**src/rtl/eeprom3w_pkg.sv**
```systemverilog
package eeprom3w_pkg;

    // Host operation codes
    localparam logic [2:0] OP_SETUP   = 3'd0;
    localparam logic [2:0] OP_STANDBY = 3'd1;
    localparam logic [2:0] OP_CLEANUP = 3'd2;
    localparam logic [2:0] OP_SHOUT   = 3'd3;
    localparam logic [2:0] OP_SHIN    = 3'd4;

    // Every pin step of every primitive; each is held for one phase dwell
    typedef enum logic [3:0] {
        ST_IDLE,
        ST_SU_LOW,
        ST_SU_CS,
        ST_SB_DESEL,
        ST_SB_SKH,
        ST_SB_SEL,
        ST_SB_SKL,
        ST_CL_DESEL,
        ST_CL_SKH,
        ST_CL_SKL,
        ST_TX_DATA,
        ST_TX_SKH,
        ST_TX_SKL,
        ST_TX_END,
        ST_RX_SKH,
        ST_RX_SKL
    } step_e;

    typedef struct packed {
        logic cs;
        logic sk;
        logic di;
    } pins_t;

    // Pin values in force once step s has been entered
    function automatic pins_t step_pins(step_e s, pins_t cur, logic bit_v);
        pins_t p;
        p = cur;
        case (s)
            ST_SU_LOW:   begin p.sk = 1'b0; p.di = 1'b0; end
            ST_SU_CS:    p.cs = 1'b1;
            ST_SB_DESEL: begin p.cs = 1'b0; p.sk = 1'b0; end
            ST_SB_SKH:   p.sk = 1'b1;
            ST_SB_SEL:   p.cs = 1'b1;
            ST_SB_SKL:   p.sk = 1'b0;
            ST_CL_DESEL: begin p.cs = 1'b0; p.di = 1'b0; end
            ST_CL_SKH:   p.sk = 1'b1;
            ST_CL_SKL:   p.sk = 1'b0;
            ST_TX_DATA:  p.di = bit_v;
            ST_TX_SKH:   p.sk = 1'b1;
            ST_TX_SKL:   p.sk = 1'b0;
            ST_TX_END:   p.di = 1'b0;
            ST_RX_SKH:   p.sk = 1'b1;
            ST_RX_SKL:   p.sk = 1'b0;
            default:     p = cur;
        endcase
        return p;
    endfunction

endpackage

```
**src/rtl/eeprom3w_phase_timer.sv**
```systemverilog
module eeprom3w_phase_timer #(
    parameter int PHASE_CYC = 2500
) (
    input  logic clk,
    input  logic rst_n,
    input  logic load,
    output logic expire
);
    localparam int TW = (PHASE_CYC > 1) ? $clog2(PHASE_CYC) : 1;
    localparam logic [TW-1:0] RELOAD = TW'(PHASE_CYC - 1);

    logic [TW-1:0] cnt_d, cnt_q;

    // Reload on step entry, then count down to zero and rest there
    always_comb begin
        cnt_d = cnt_q;
        if (load) begin
            cnt_d = RELOAD;
        end else if (cnt_q != '0) begin
            cnt_d = cnt_q - 1'b1;
        end
    end

    always_ff @(posedge clk or negedge rst_n) begin
        if (!rst_n) cnt_q <= '0;
        else        cnt_q <= cnt_d;
    end

    assign expire = (cnt_q == '0);


    reload_value_chk: assert property (@(posedge clk) disable iff (!rst_n)
        load |=> (cnt_q == RELOAD));

endmodule

```
**src/rtl/eeprom3w_shifter.sv**
```systemverilog
module eeprom3w_shifter #(
    parameter int DATA_W = 16,
    localparam int LEN_W = $clog2(DATA_W + 1)
) (
    input  logic              clk,
    input  logic              rst_n,
    input  logic              load,
    input  logic              rx_clr,
    input  logic [DATA_W-1:0] tx_word,
    input  logic [LEN_W-1:0]  len,
    input  logic              adv_tx,
    input  logic              dec_rem,
    input  logic              smp_rx,
    input  logic              ser_in,
    output logic              first_bit,
    output logic              next_bit,
    output logic              last,
    output logic [DATA_W-1:0] rx_word
);
    typedef struct packed {
        logic [DATA_W-1:0] tx;
        logic [DATA_W-1:0] rx;
        logic [LEN_W-1:0]  rem;
    } shf_t;

    shf_t s_d, s_q;
    logic [LEN_W-1:0]  align_sh;
    logic [DATA_W-1:0] aligned;

    // Left-justify the low `len` bits so the outgoing bit is always the MSB
    always_comb begin
        align_sh  = LEN_W'(DATA_W) - len;
        aligned   = tx_word << align_sh;
        first_bit = aligned[DATA_W-1];
    end

    always_comb begin
        s_d = s_q;
        if (load) begin
            s_d.tx  = aligned;
            s_d.rem = len;
            if (rx_clr) s_d.rx = '0;
        end else begin
            if (adv_tx)  s_d.tx  = {s_q.tx[DATA_W-2:0], 1'b0};
            if (dec_rem) s_d.rem = s_q.rem - 1'b1;
            if (smp_rx)  s_d.rx  = {s_q.rx[DATA_W-2:0], ser_in};
        end
    end

    always_ff @(posedge clk or negedge rst_n) begin
        if (!rst_n) s_q <= '0;
        else        s_q <= s_d;
    end

    assign next_bit = s_q.tx[DATA_W-2];
    assign last     = (s_q.rem == LEN_W'(1));
    assign rx_word  = s_q.rx;


    rx_sample_chk: assert property (@(posedge clk) disable iff (!rst_n)
        (smp_rx && !load) |=> (s_q.rx[0] == $past(ser_in)));


    rem_bound_chk: assert property (@(posedge clk) disable iff (!rst_n)
        s_q.rem <= LEN_W'(DATA_W));

endmodule

```
**src/rtl/eeprom3w_step_fsm.sv**
```systemverilog
module eeprom3w_step_fsm
    import eeprom3w_pkg::*;
#(
    parameter int DATA_W    = 16,
    parameter int PHASE_CYC = 2500,
    localparam int LEN_W    = $clog2(DATA_W + 1)
) (
    input  logic             clk,
    input  logic             rst_n,
    input  logic             cmd_valid,
    input  logic [2:0]       cmd_op,
    input  logic [LEN_W-1:0] cmd_len,
    input  logic             expire,
    input  logic             first_bit,
    input  logic             next_bit,
    input  logic             last,
    output logic             tmr_load,
    output logic             sh_load,
    output logic             sh_rx_clr,
    output logic             sh_adv_tx,
    output logic             sh_dec_rem,
    output logic             sh_smp_rx,
    output logic             busy,
    output logic             done,
    output pins_t            pins
);
    typedef struct packed {
        step_e step;
        pins_t pins;
        logic  done;
    } seq_t;

    seq_t  q, n;
    step_e tgt;
    logic  bit_v;
    logic  go;
    logic  len_ok;
    logic  cmd_ok;
    step_e first_step;

    // Legality of a request and the first step of its choreography
    always_comb begin
        len_ok = (cmd_len != '0) && (cmd_len <= LEN_W'(DATA_W));
        cmd_ok = 1'b0;
        first_step = ST_IDLE;
        case (cmd_op)
            OP_SETUP:   begin cmd_ok = 1'b1;   first_step = ST_SU_LOW;   end
            OP_STANDBY: begin cmd_ok = 1'b1;   first_step = ST_SB_DESEL; end
            OP_CLEANUP: begin cmd_ok = 1'b1;   first_step = ST_CL_DESEL; end
            OP_SHOUT:   begin cmd_ok = len_ok; first_step = ST_TX_DATA;  end
            OP_SHIN:    begin cmd_ok = len_ok; first_step = ST_RX_SKH;   end
            default:    begin cmd_ok = 1'b0;   first_step = ST_IDLE;     end
        endcase
    end

    always_comb begin
        n          = q;
        n.done     = 1'b0;
        tgt        = q.step;
        bit_v      = 1'b0;
        go         = 1'b0;
        tmr_load   = 1'b0;
        sh_load    = 1'b0;
        sh_rx_clr  = 1'b0;
        sh_adv_tx  = 1'b0;
        sh_dec_rem = 1'b0;
        sh_smp_rx  = 1'b0;

        if (q.step == ST_IDLE) begin
            if (cmd_valid && cmd_ok) begin
                go        = 1'b1;
                tgt       = first_step;
                bit_v     = first_bit;
                sh_load   = 1'b1;
                sh_rx_clr = (cmd_op == OP_SHIN);
            end
        end else if (expire) begin
            go = 1'b1;
            case (q.step)
                ST_SU_LOW:   tgt = ST_SU_CS;
                ST_SU_CS:    tgt = ST_IDLE;
                ST_SB_DESEL: tgt = ST_SB_SKH;
                ST_SB_SKH:   tgt = ST_SB_SEL;
                ST_SB_SEL:   tgt = ST_SB_SKL;
                ST_SB_SKL:   tgt = ST_IDLE;
                ST_CL_DESEL: tgt = ST_CL_SKH;
                ST_CL_SKH:   tgt = ST_CL_SKL;
                ST_CL_SKL:   tgt = ST_IDLE;
                ST_TX_DATA:  tgt = ST_TX_SKH;
                ST_TX_SKH:   tgt = ST_TX_SKL;
                ST_TX_SKL: begin
                    sh_adv_tx  = 1'b1;
                    sh_dec_rem = 1'b1;
                    if (last) begin
                        tgt = ST_TX_END;
                    end else begin
                        tgt   = ST_TX_DATA;
                        bit_v = next_bit;
                    end
                end
                ST_TX_END:   tgt = ST_IDLE;
                ST_RX_SKH: begin
                    sh_smp_rx = 1'b1;
                    tgt       = ST_RX_SKL;
                end
                ST_RX_SKL: begin
                    sh_dec_rem = 1'b1;
                    tgt        = last ? ST_IDLE : ST_RX_SKH;
                end
                default:     tgt = ST_IDLE;
            endcase
        end

        if (go) begin
            n.step = tgt;
            if (tgt == ST_IDLE) begin
                n.done = 1'b1;
            end else begin
                n.pins   = step_pins(tgt, q.pins, bit_v);
                tmr_load = 1'b1;
            end
        end
    end

    always_ff @(posedge clk or negedge rst_n) begin
        if (!rst_n) q <= '{step: ST_IDLE, pins: '0, done: 1'b0};
        else        q <= n;
    end

    assign busy = (q.step != ST_IDLE);
    assign done = q.done;
    assign pins = q.pins;

    // Dwell counter used only by the timing check below
    localparam int DWELL_LAST = PHASE_CYC - 1;
    int unsigned dwell_q;
    always_ff @(posedge clk or negedge rst_n) begin
        if (!rst_n)                               dwell_q <= 0;
        else if (n.step != q.step)                dwell_q <= 0;
        else if (dwell_q < 32'(PHASE_CYC))        dwell_q <= dwell_q + 1;
    end


    dwell_hold_chk: assert property (@(posedge clk) disable iff (!rst_n)
        (q.step != ST_IDLE && dwell_q != 32'(DWELL_LAST)) |=> (q.step == $past(q.step)));


    dwell_leave_chk: assert property (@(posedge clk) disable iff (!rst_n)
        (q.step != ST_IDLE && dwell_q == 32'(DWELL_LAST)) |=> (q.step != $past(q.step)));


    done_pulse_chk: assert property (@(posedge clk) disable iff (!rst_n)
        q.done |=> !q.done);


    done_on_finish_chk: assert property (@(posedge clk) disable iff (!rst_n)
        $fell(busy) |-> done);


    idle_sk_low_chk: assert property (@(posedge clk) disable iff (!rst_n)
        !busy |-> !q.pins.sk);


    setup_final_chk: assert property (@(posedge clk) disable iff (!rst_n)
        (q.step == ST_SU_CS && expire) |=> (q.pins.cs && !q.pins.sk && !q.pins.di));


    tx_di_parked_chk: assert property (@(posedge clk) disable iff (!rst_n)
        (q.step == ST_TX_END && expire) |=> !q.pins.di);


    bad_op_ignored_chk: assert property (@(posedge clk) disable iff (!rst_n)
        (!busy && cmd_valid && cmd_op > OP_SHIN) |=> (!busy && $stable(q.pins)));

endmodule

```
**src/rtl/eeprom3w_seq.sv**
```systemverilog
module eeprom3w_seq
    import eeprom3w_pkg::*;
#(
    parameter int PHASE_CYC = 2500,
    parameter int DATA_W    = 16,
    localparam int LEN_W    = $clog2(DATA_W + 1)
) (
    input  logic              clk,
    input  logic              rst_n,
    input  logic              cmd_valid,
    input  logic [2:0]        cmd_op,
    input  logic [DATA_W-1:0] cmd_data,
    input  logic [LEN_W-1:0]  cmd_len,
    output logic              busy,
    output logic              done,
    output logic [DATA_W-1:0] rx_data,
    output logic              ee_cs,
    output logic              ee_sk,
    output logic              ee_di,
    input  logic              ee_do
);
    logic  expire, tmr_load;
    logic  sh_load, sh_rx_clr, sh_adv_tx, sh_dec_rem, sh_smp_rx;
    logic  first_bit, next_bit, last;
    pins_t pins;

    eeprom3w_phase_timer #(.PHASE_CYC(PHASE_CYC)) u_timer (
        .clk    (clk),
        .rst_n  (rst_n),
        .load   (tmr_load),
        .expire (expire)
    );

    eeprom3w_shifter #(.DATA_W(DATA_W)) u_shift (
        .clk       (clk),
        .rst_n     (rst_n),
        .load      (sh_load),
        .rx_clr    (sh_rx_clr),
        .tx_word   (cmd_data),
        .len       (cmd_len),
        .adv_tx    (sh_adv_tx),
        .dec_rem   (sh_dec_rem),
        .smp_rx    (sh_smp_rx),
        .ser_in    (ee_do),
        .first_bit (first_bit),
        .next_bit  (next_bit),
        .last      (last),
        .rx_word   (rx_data)
    );

    eeprom3w_step_fsm #(.DATA_W(DATA_W), .PHASE_CYC(PHASE_CYC)) u_fsm (
        .clk        (clk),
        .rst_n      (rst_n),
        .cmd_valid  (cmd_valid),
        .cmd_op     (cmd_op),
        .cmd_len    (cmd_len),
        .expire     (expire),
        .first_bit  (first_bit),
        .next_bit   (next_bit),
        .last       (last),
        .tmr_load   (tmr_load),
        .sh_load    (sh_load),
        .sh_rx_clr  (sh_rx_clr),
        .sh_adv_tx  (sh_adv_tx),
        .sh_dec_rem (sh_dec_rem),
        .sh_smp_rx  (sh_smp_rx),
        .busy       (busy),
        .done       (done),
        .pins       (pins)
    );

    assign ee_cs = pins.cs;
    assign ee_sk = pins.sk;
    assign ee_di = pins.di;


    busy_shields_chk: assert property (@(posedge clk) disable iff (!rst_n)
        (busy && cmd_valid) |-> !sh_load);

endmodule

```
**config.mk**
```make
export PLATFORM = sky130hd
export DESIGN_NAME = eeprom3w_seq
export DESIGN_NICKNAME = d
export VERILOG_FILES = /design/src/rtl/eeprom3w_pkg.sv /design/src/rtl/eeprom3w_phase_timer.sv /design/src/rtl/eeprom3w_shifter.sv /design/src/rtl/eeprom3w_step_fsm.sv /design/src/rtl/eeprom3w_seq.sv
export SDC_FILE = /design/constraint.sdc
export NUM_CORES = 1
export LEC_CHECK = 0
export ABC_AREA = 1
export BUFFER_PORTS_ARGS = -buffer_cell sky130_fd_sc_hd__buf_2
export CORE_MARGIN = 2
export CORE_UTILIZATION = 40
export DETAILED_ROUTE_END_ITERATION = 10
export PLACE_DENSITY = 0.69
export SKIP_LAST_GASP = 1
export SYNTH_ARGS = -nofsm -noshare
export SYNTH_HDL_FRONTEND = slang
export SYNTH_HIERARCHICAL = 1
export SYNTH_SLANG_ARGS = --single-unit
```
**constraint.sdc**
```tcl
create_clock -name clk -period 2.9 [get_ports clk]
set_input_delay 0.58 -clock clk [delete_from_list [all_inputs] [get_ports clk]]
set_output_delay 0.58 -clock clk [all_outputs]
set_load 0.01 [all_outputs]
```
* Word-level counts from Yosys, hierarchy flattened
Index checks and enable logic that the tools add are counted.
** Word-level totals
- Bits in registers :: 56
- Bits of input ports :: 28
- Output and inout bits :: 21
** Operators by class
- Multiplexer cells :: 42
- Reductions and logical operators :: 28
- Eq/ne operators :: 32
- Bitwise gates (word level) :: 1
- Add/subtract/negate cells :: 3
- Shift operators :: 1
- Order comparisons :: 1
** Operator list (count)
- $eq A4 B4 Y1 const B :: 14
- $pmux W4 S11 :: 1
- $mux W36 :: 1
- $mux W16 :: 2
- $eq A4 B3 Y1 const B :: 7
- $mux W1 :: 24
- $mux W12 :: 2
- $pmux W4 S5 :: 1
- $mux W4 :: 4
- $shl A16 B5 Y16 :: 1
- $mux W15 :: 1
- $reduce_bool A2 Y1 :: 7
- $eq A4 B2 Y1 const B :: 3
- $logic_not A12 Y1 :: 1
- $reduce_bool A12 Y1 :: 1
- $sub A12 B1 Y12 const B :: 1
- $reduce_and A3 Y1 :: 3
- $eq A4 B1 Y1 const B :: 2
- $logic_not A4 Y1 :: 2
- $pmux W1 S2 :: 4
- $reduce_or A2 Y1 :: 4
- $eq A3 B2 Y1 const B :: 2
- $reduce_or A3 Y1 :: 2
- $reduce_or A6 Y1 :: 1
- other kinds (16) :: 17

* Logic depth before layout (Yosys ltp)
- Depth in word-level cells :: 10
- Depth in mapped cells :: 19
- Mapped depth without buffers :: 18

* Cells and area by module
Netlist, hierarchy kept.
** By module, submodules not included
- eeprom3w_shifter :: sequential area each 900.9 µm², cells an instance 339, instances 1, area each 2484.9 µm²
- eeprom3w_step_fsm :: sequential area each 200.2 µm², cells an instance 159, instances 1, area each 920.9 µm²
- eeprom3w_phase_timer :: sequential area each 300.3 µm², cells an instance 122, instances 1, area each 825.8 µm²

* Least setup slack after synthesis
Ideal clock, no wire load.
- Path type :: register to register
- Start point :: register u_timer.cnt_q[0]
- End point :: register u_timer.cnt_q[0]
- Buffers on the path :: 2
- Cell stages (with the launch flop) :: 20
- Data required time :: 2.783 ns
- Period minus slack after synthesis :: 2.503 ns
- Setup slack :: 0.397 ns
- Data arrival time :: 2.386 ns
- Setup time :: 0.117 ns
- Cells stage by stage :: dfrtp_1 -> inv_1 -> ha_1 -> inv_1 -> nor2_1 -> nand4_1 -> inv_1 -> buf_6 -> inv_1 -> a21oi_1 -> nand2_1 -> nand2_1 -> nand2_1 -> inv_1 -> a31oi_1 -> buf_2 -> inv_1 -> nand3_2 -> nand2_1 -> nand2_1
** On the way
- Longest elaborated chain between the ends :: 7
** Ends and longest elaborated chain
- from (decl) :: RTL line eeprom3w_phase_timer.sv:12 : logic [TW-1:0] cnt_d, cnt_q;
- from (signal assigned) :: RTL line eeprom3w_phase_timer.sv:26 : else cnt_q <= cnt_d;
- $logic_not A12 Y1 * :: RTL line eeprom3w_phase_timer.sv:29 : assign expire = (cnt_q == '0);
- net expire :: RTL line eeprom3w_seq.sv:22 : logic expire, tmr_load;
- $mux W4 :: RTL line eeprom3w_step_fsm.sv:77 : end else if (expire) begin
- $mux W4 :: RTL line eeprom3w_step_fsm.sv:69 : if (q.step == ST_IDLE) begin
- $logic_not A4 Y1 :: RTL line eeprom3w_step_fsm.sv:116 : if (tgt == ST_IDLE) begin
- $mux W1 :: RTL line eeprom3w_step_fsm.sv:116
- $mux W1 * :: RTL line eeprom3w_step_fsm.sv:114 : if (go) begin
- net tmr_load :: RTL line eeprom3w_seq.sv:22
- $mux W12 or $reduce_bool A2 Y1 (tied branches)
The timed path passes the listed nets; every way through them passes the cells marked *. The select of a mux whose other input is x is not followed.
A chain may end at the register's enable or synchronous reset.

* Worst setup path in the final report
- Start point :: register u_timer.cnt_q[0]
- End point :: register u_timer.cnt_q[4]
The elaborated chain is that of the path after synthesis.

==> flow_summary.yaml <==
status:
  status: "completed"
clocking:
  h-tree-depth: 2
  clkSinkCount: 56
  cts-root-buf: "clkbuf_8"
  cts_setup_buffers: 0
  cts_made_buffers: 5
  clk_pin_slew_ns: 0.11
  ctsHoldBuffers: 0
  clockBufferDepth: 2
  clkLatencyLatePin_ns: 0.32
  cts_tree: "done"
die:
  die_x_um: 106.9
  rows: 37
  initial_core_util: 0.4117
  dieArea_sq_um: 11420
  ios: 49
  die_h_um: 106.9
  core-area_sq_um: 10280
placed_design:
  port_buffers: 48
  post-place-ws_ns: 0.2715
  dp_hpwl_um: 7412
  dpl_cell_area_sq_um: 4432
  gp_congestion: 0.9667
setup_path:
  startpoint_type: "flop"
  worst_r2r_path_depth: 17
  slowest_delay_ns: 0.43
  critPathKind: "reg -> reg"
  path_cells: "inv_1 -> ha_1 -> inv_1 -> nor2_1 -> nand4_1 -> inv_1 -> inv_1 -> a21oi_1 -> nand2_1 -> nand2_1 -> nand2_1 -> inv_1 -> a31oi_1 -> buf_4 -> nor3_1 -> nand2_1 -> inv_1"
  critPathBufInv: 7
  path_max_fanout: 7
  end_kind: "flop"
  timing.rr.end: "u_timer/cnt_q[4]"
  r2r_slack_ns: 0.30
  critPathTopFamily: "simple AND/OR/NAND/NOR gates"
  cp_slowest_cell: "dfrtp_1"
  crit_path_frequent_cell: "inv_1"
  worstReg2RegStart: "u_timer/cnt_q[0]"
  arrival_ns: 2.87
  critPathRequiredTime_ns: 3.17
timing:
  finalSetupViolCount: 0
  period_needed_ns: 2.604
  max_freq_mhz: 384.1
  slew_viol_final: 0
  finalWorstSetupSlack_ns: 0.2964
  hold_violations: 0
  setup_tns_ns: 0
  fin_crit_sh: 0.8978
  final.setup_skew_ns: 0.007292
  rsz0062_at_grt: "no"
  slew_headroom: 0.6755
  worst_pin_slew_ns: 0.4856
grt:
  grt_max_degree: 57
  antenna_found_initial: 0
  grt-ovfl-total: 0
  grt_pass1_vias: 3895
  grt_pass1_wl_um: 17120
  track_usage: 0.1803
logic_synthesis:
  syn_area_sq_um: 4232
  ys_ff_latch: 56
  syn_inst: 620
  synth_edf_count: 0
  ys_types: 43
  async_reset_ff_frac: 1.000
  synth_top_flop_cell: "dfrtp_1"
  syn_avg_cell_area_sq_um: 6.825
  yosysWarnings: 6
  ys_seq_area_frac: 0.3312
  synth_nets: 653
flow_run:
  cap_violations: 0
power:
  powerDensity_nw_per_um2: 319.9
  ir_worst_vdd_v: 0.0002027
  power_leakage_nw: 2.372
routing:
  vias_per_cell: 5.041
  drt_iter0_drc: 211
  post-route-drc-count: 0
  vias: 3957
  routedWlPerCell_um: 12.48
  drt-total-wl_um: 9795
  antenna_left: 0
  drtPass1Iterations: 5
final_layout:
  syn2layout_area_growth_pct: 6.949
  finish.instance_area_sq_um: 4526
  drive_gt1_frac: 0.1864
  antenna_cells: 0
  fill_cells: 1085
  nNetsFinal: 681
worst_hold_path:
  hold_class: "in -> async"
[routing by layer]
metal / vias to the layer above / share of wire / GRT usage
met1: 1845 / 0.46 / 0.2277
met2: 69 / 0.49 / 0.3207
met5: - / 0 / 0
met3: 13 / 0.030 / 0.02310
met4: 0 / 0.013 / 0.05473
li1: 2030 / - / -
[flip-flops by register name, indices dropped and copies added, names as in the netlist]
name / cells
u_shift/next_bit: 1
u_fsm/pins: 3
u_fsm/done: 1
u_shift/s_q: 19
u_fsm/q: 4
u_timer/cnt_q: 12
u_shift/rx_word: 16
[stage by stage]
stage          utilization  hold slack (ns)  power, mW  instances
6_report            0.4403           0.2295      1.448        785
5_1_grt             0.4403           0.2504      1.525        785
4_1_cts             0.4403           0.2434      1.467        785
3_5_place_dp        0.4312           0.4675     0.9964        777
3_3_place_gp        0.4312           0.4593     0.9929        777
2_1_floorplan            -           0.2844     0.9393        620
[final cells by class]
type	instances	area, sq um	share of cell area
inverters	81	321.6	0.07105
multi-input cells	449	2233	0.4935
well taps	136	170.2	0.03760
clock buffers	5	68.82	0.01521
clock inverters	3	25.02	0.005529
repair buffers	55	305.3	0.06746
flip-flops and latches	56	1401	0.3096
[worst register-to-register path, stage by stage, from the launching register on]
cell and delay, ns:
dfrtp_1 0.43, inv_1 0.12, ha_1 0.16, inv_1 0.07, nor2_1 0.16, nand4_1 0.19, inv_1 0.12, inv_1 0.12
a21oi_1 0.17, nand2_1 0.06, nand2_1 0.13, nand2_1 0.11, inv_1 0.10, a31oi_1 0.11, buf_4 0.19, nor3_1 0.21
nand2_1 0.07, inv_1 0.05
[synth_stat cells (all sizes together), types with 2 or more instances]
library cell | count | area, sq um
o21ai | 21 | 105.1
xor2 | 2 | 17.52
a22oi | 4 | 30.03
nand3 | 94 | 530.5
a21oi | 20 | 107.6
nand2 | 187 | 747.0
dfrtp | 56 | 1401
inv | 80 | 317.8
nand3b | 3 | 35.03
ha | 5 | 62.56
nor4 | 2 | 12.51
a31oi | 6 | 37.54
nand4 | 7 | 43.79
clkbuf | 2 | 7.510
buf | 32 | 267.8
nor3 | 5 | 41.29
o22ai | 14 | 87.58
nor2 | 71 | 316.6
or2 | 3 | 18.77
[power breakdown]
group          switching [mW]  internal (mW)
registers                   0          0.780
logic                   0.137         0.0648
clock network           0.289          0.177
total                   0.426           1.02
[worst max-delay path by stage]
stage	depth (start not counted)	to	slack, ns	startpoint
after CTS	17	u_timer/cnt_q[1]	0.25	u_timer/cnt_q[0]
after global placement	16	u_timer/cnt_q[9]	0.37	cmd_len[0]
after detailed placement	17	u_timer/cnt_q[1]	0.27	u_timer/cnt_q[0]
after global routing	17	u_timer/cnt_q[4]	0.05	u_timer/cnt_q[0]
after floorplan	19	u_timer/cnt_q[0]	0.40	u_timer/cnt_q[0]
final	17	u_timer/cnt_q[4]	0.30	u_timer/cnt_q[0]
[kinds of logic after synthesis]
group / Yosys count / synth area share
AND/OR/NAND/NOR: 373 / 0.4142
XOR/XNOR: 3 / 0.006210
AO/OA/AOI/OAI: 68 / 0.09255
buffers and inverters: 115 / 0.1410
adder cells (fa/ha/maj): 5 / 0.01478
flip-flops: 56 / 0.3312
[repair_timing]
action	CTS	global route
hold endpoints to repair	0	0
setup endpoints to repair	0	5
resized for setup	0	1
[cells in the final DEF (no fill, tap or decap), drive strengths merged]
cell type	n
o21ai	21
clkinvlp	1
a21oi	20
or2	3
o221ai	1
clkbuf	5
nor3b	1
buf	55
nor4	2
inv	82
dfrtp	56
ha	5
nor3	5
xor2	2
nand3b	3
nand2	187
o211ai	1
nor2	71
a22oi	4
nand4	7
o21a	1
a31oi	6
xnor2	1
clkinv	1
o22ai	14
nand3	94
No activity file was read; power rests on OpenSTA's default activity.
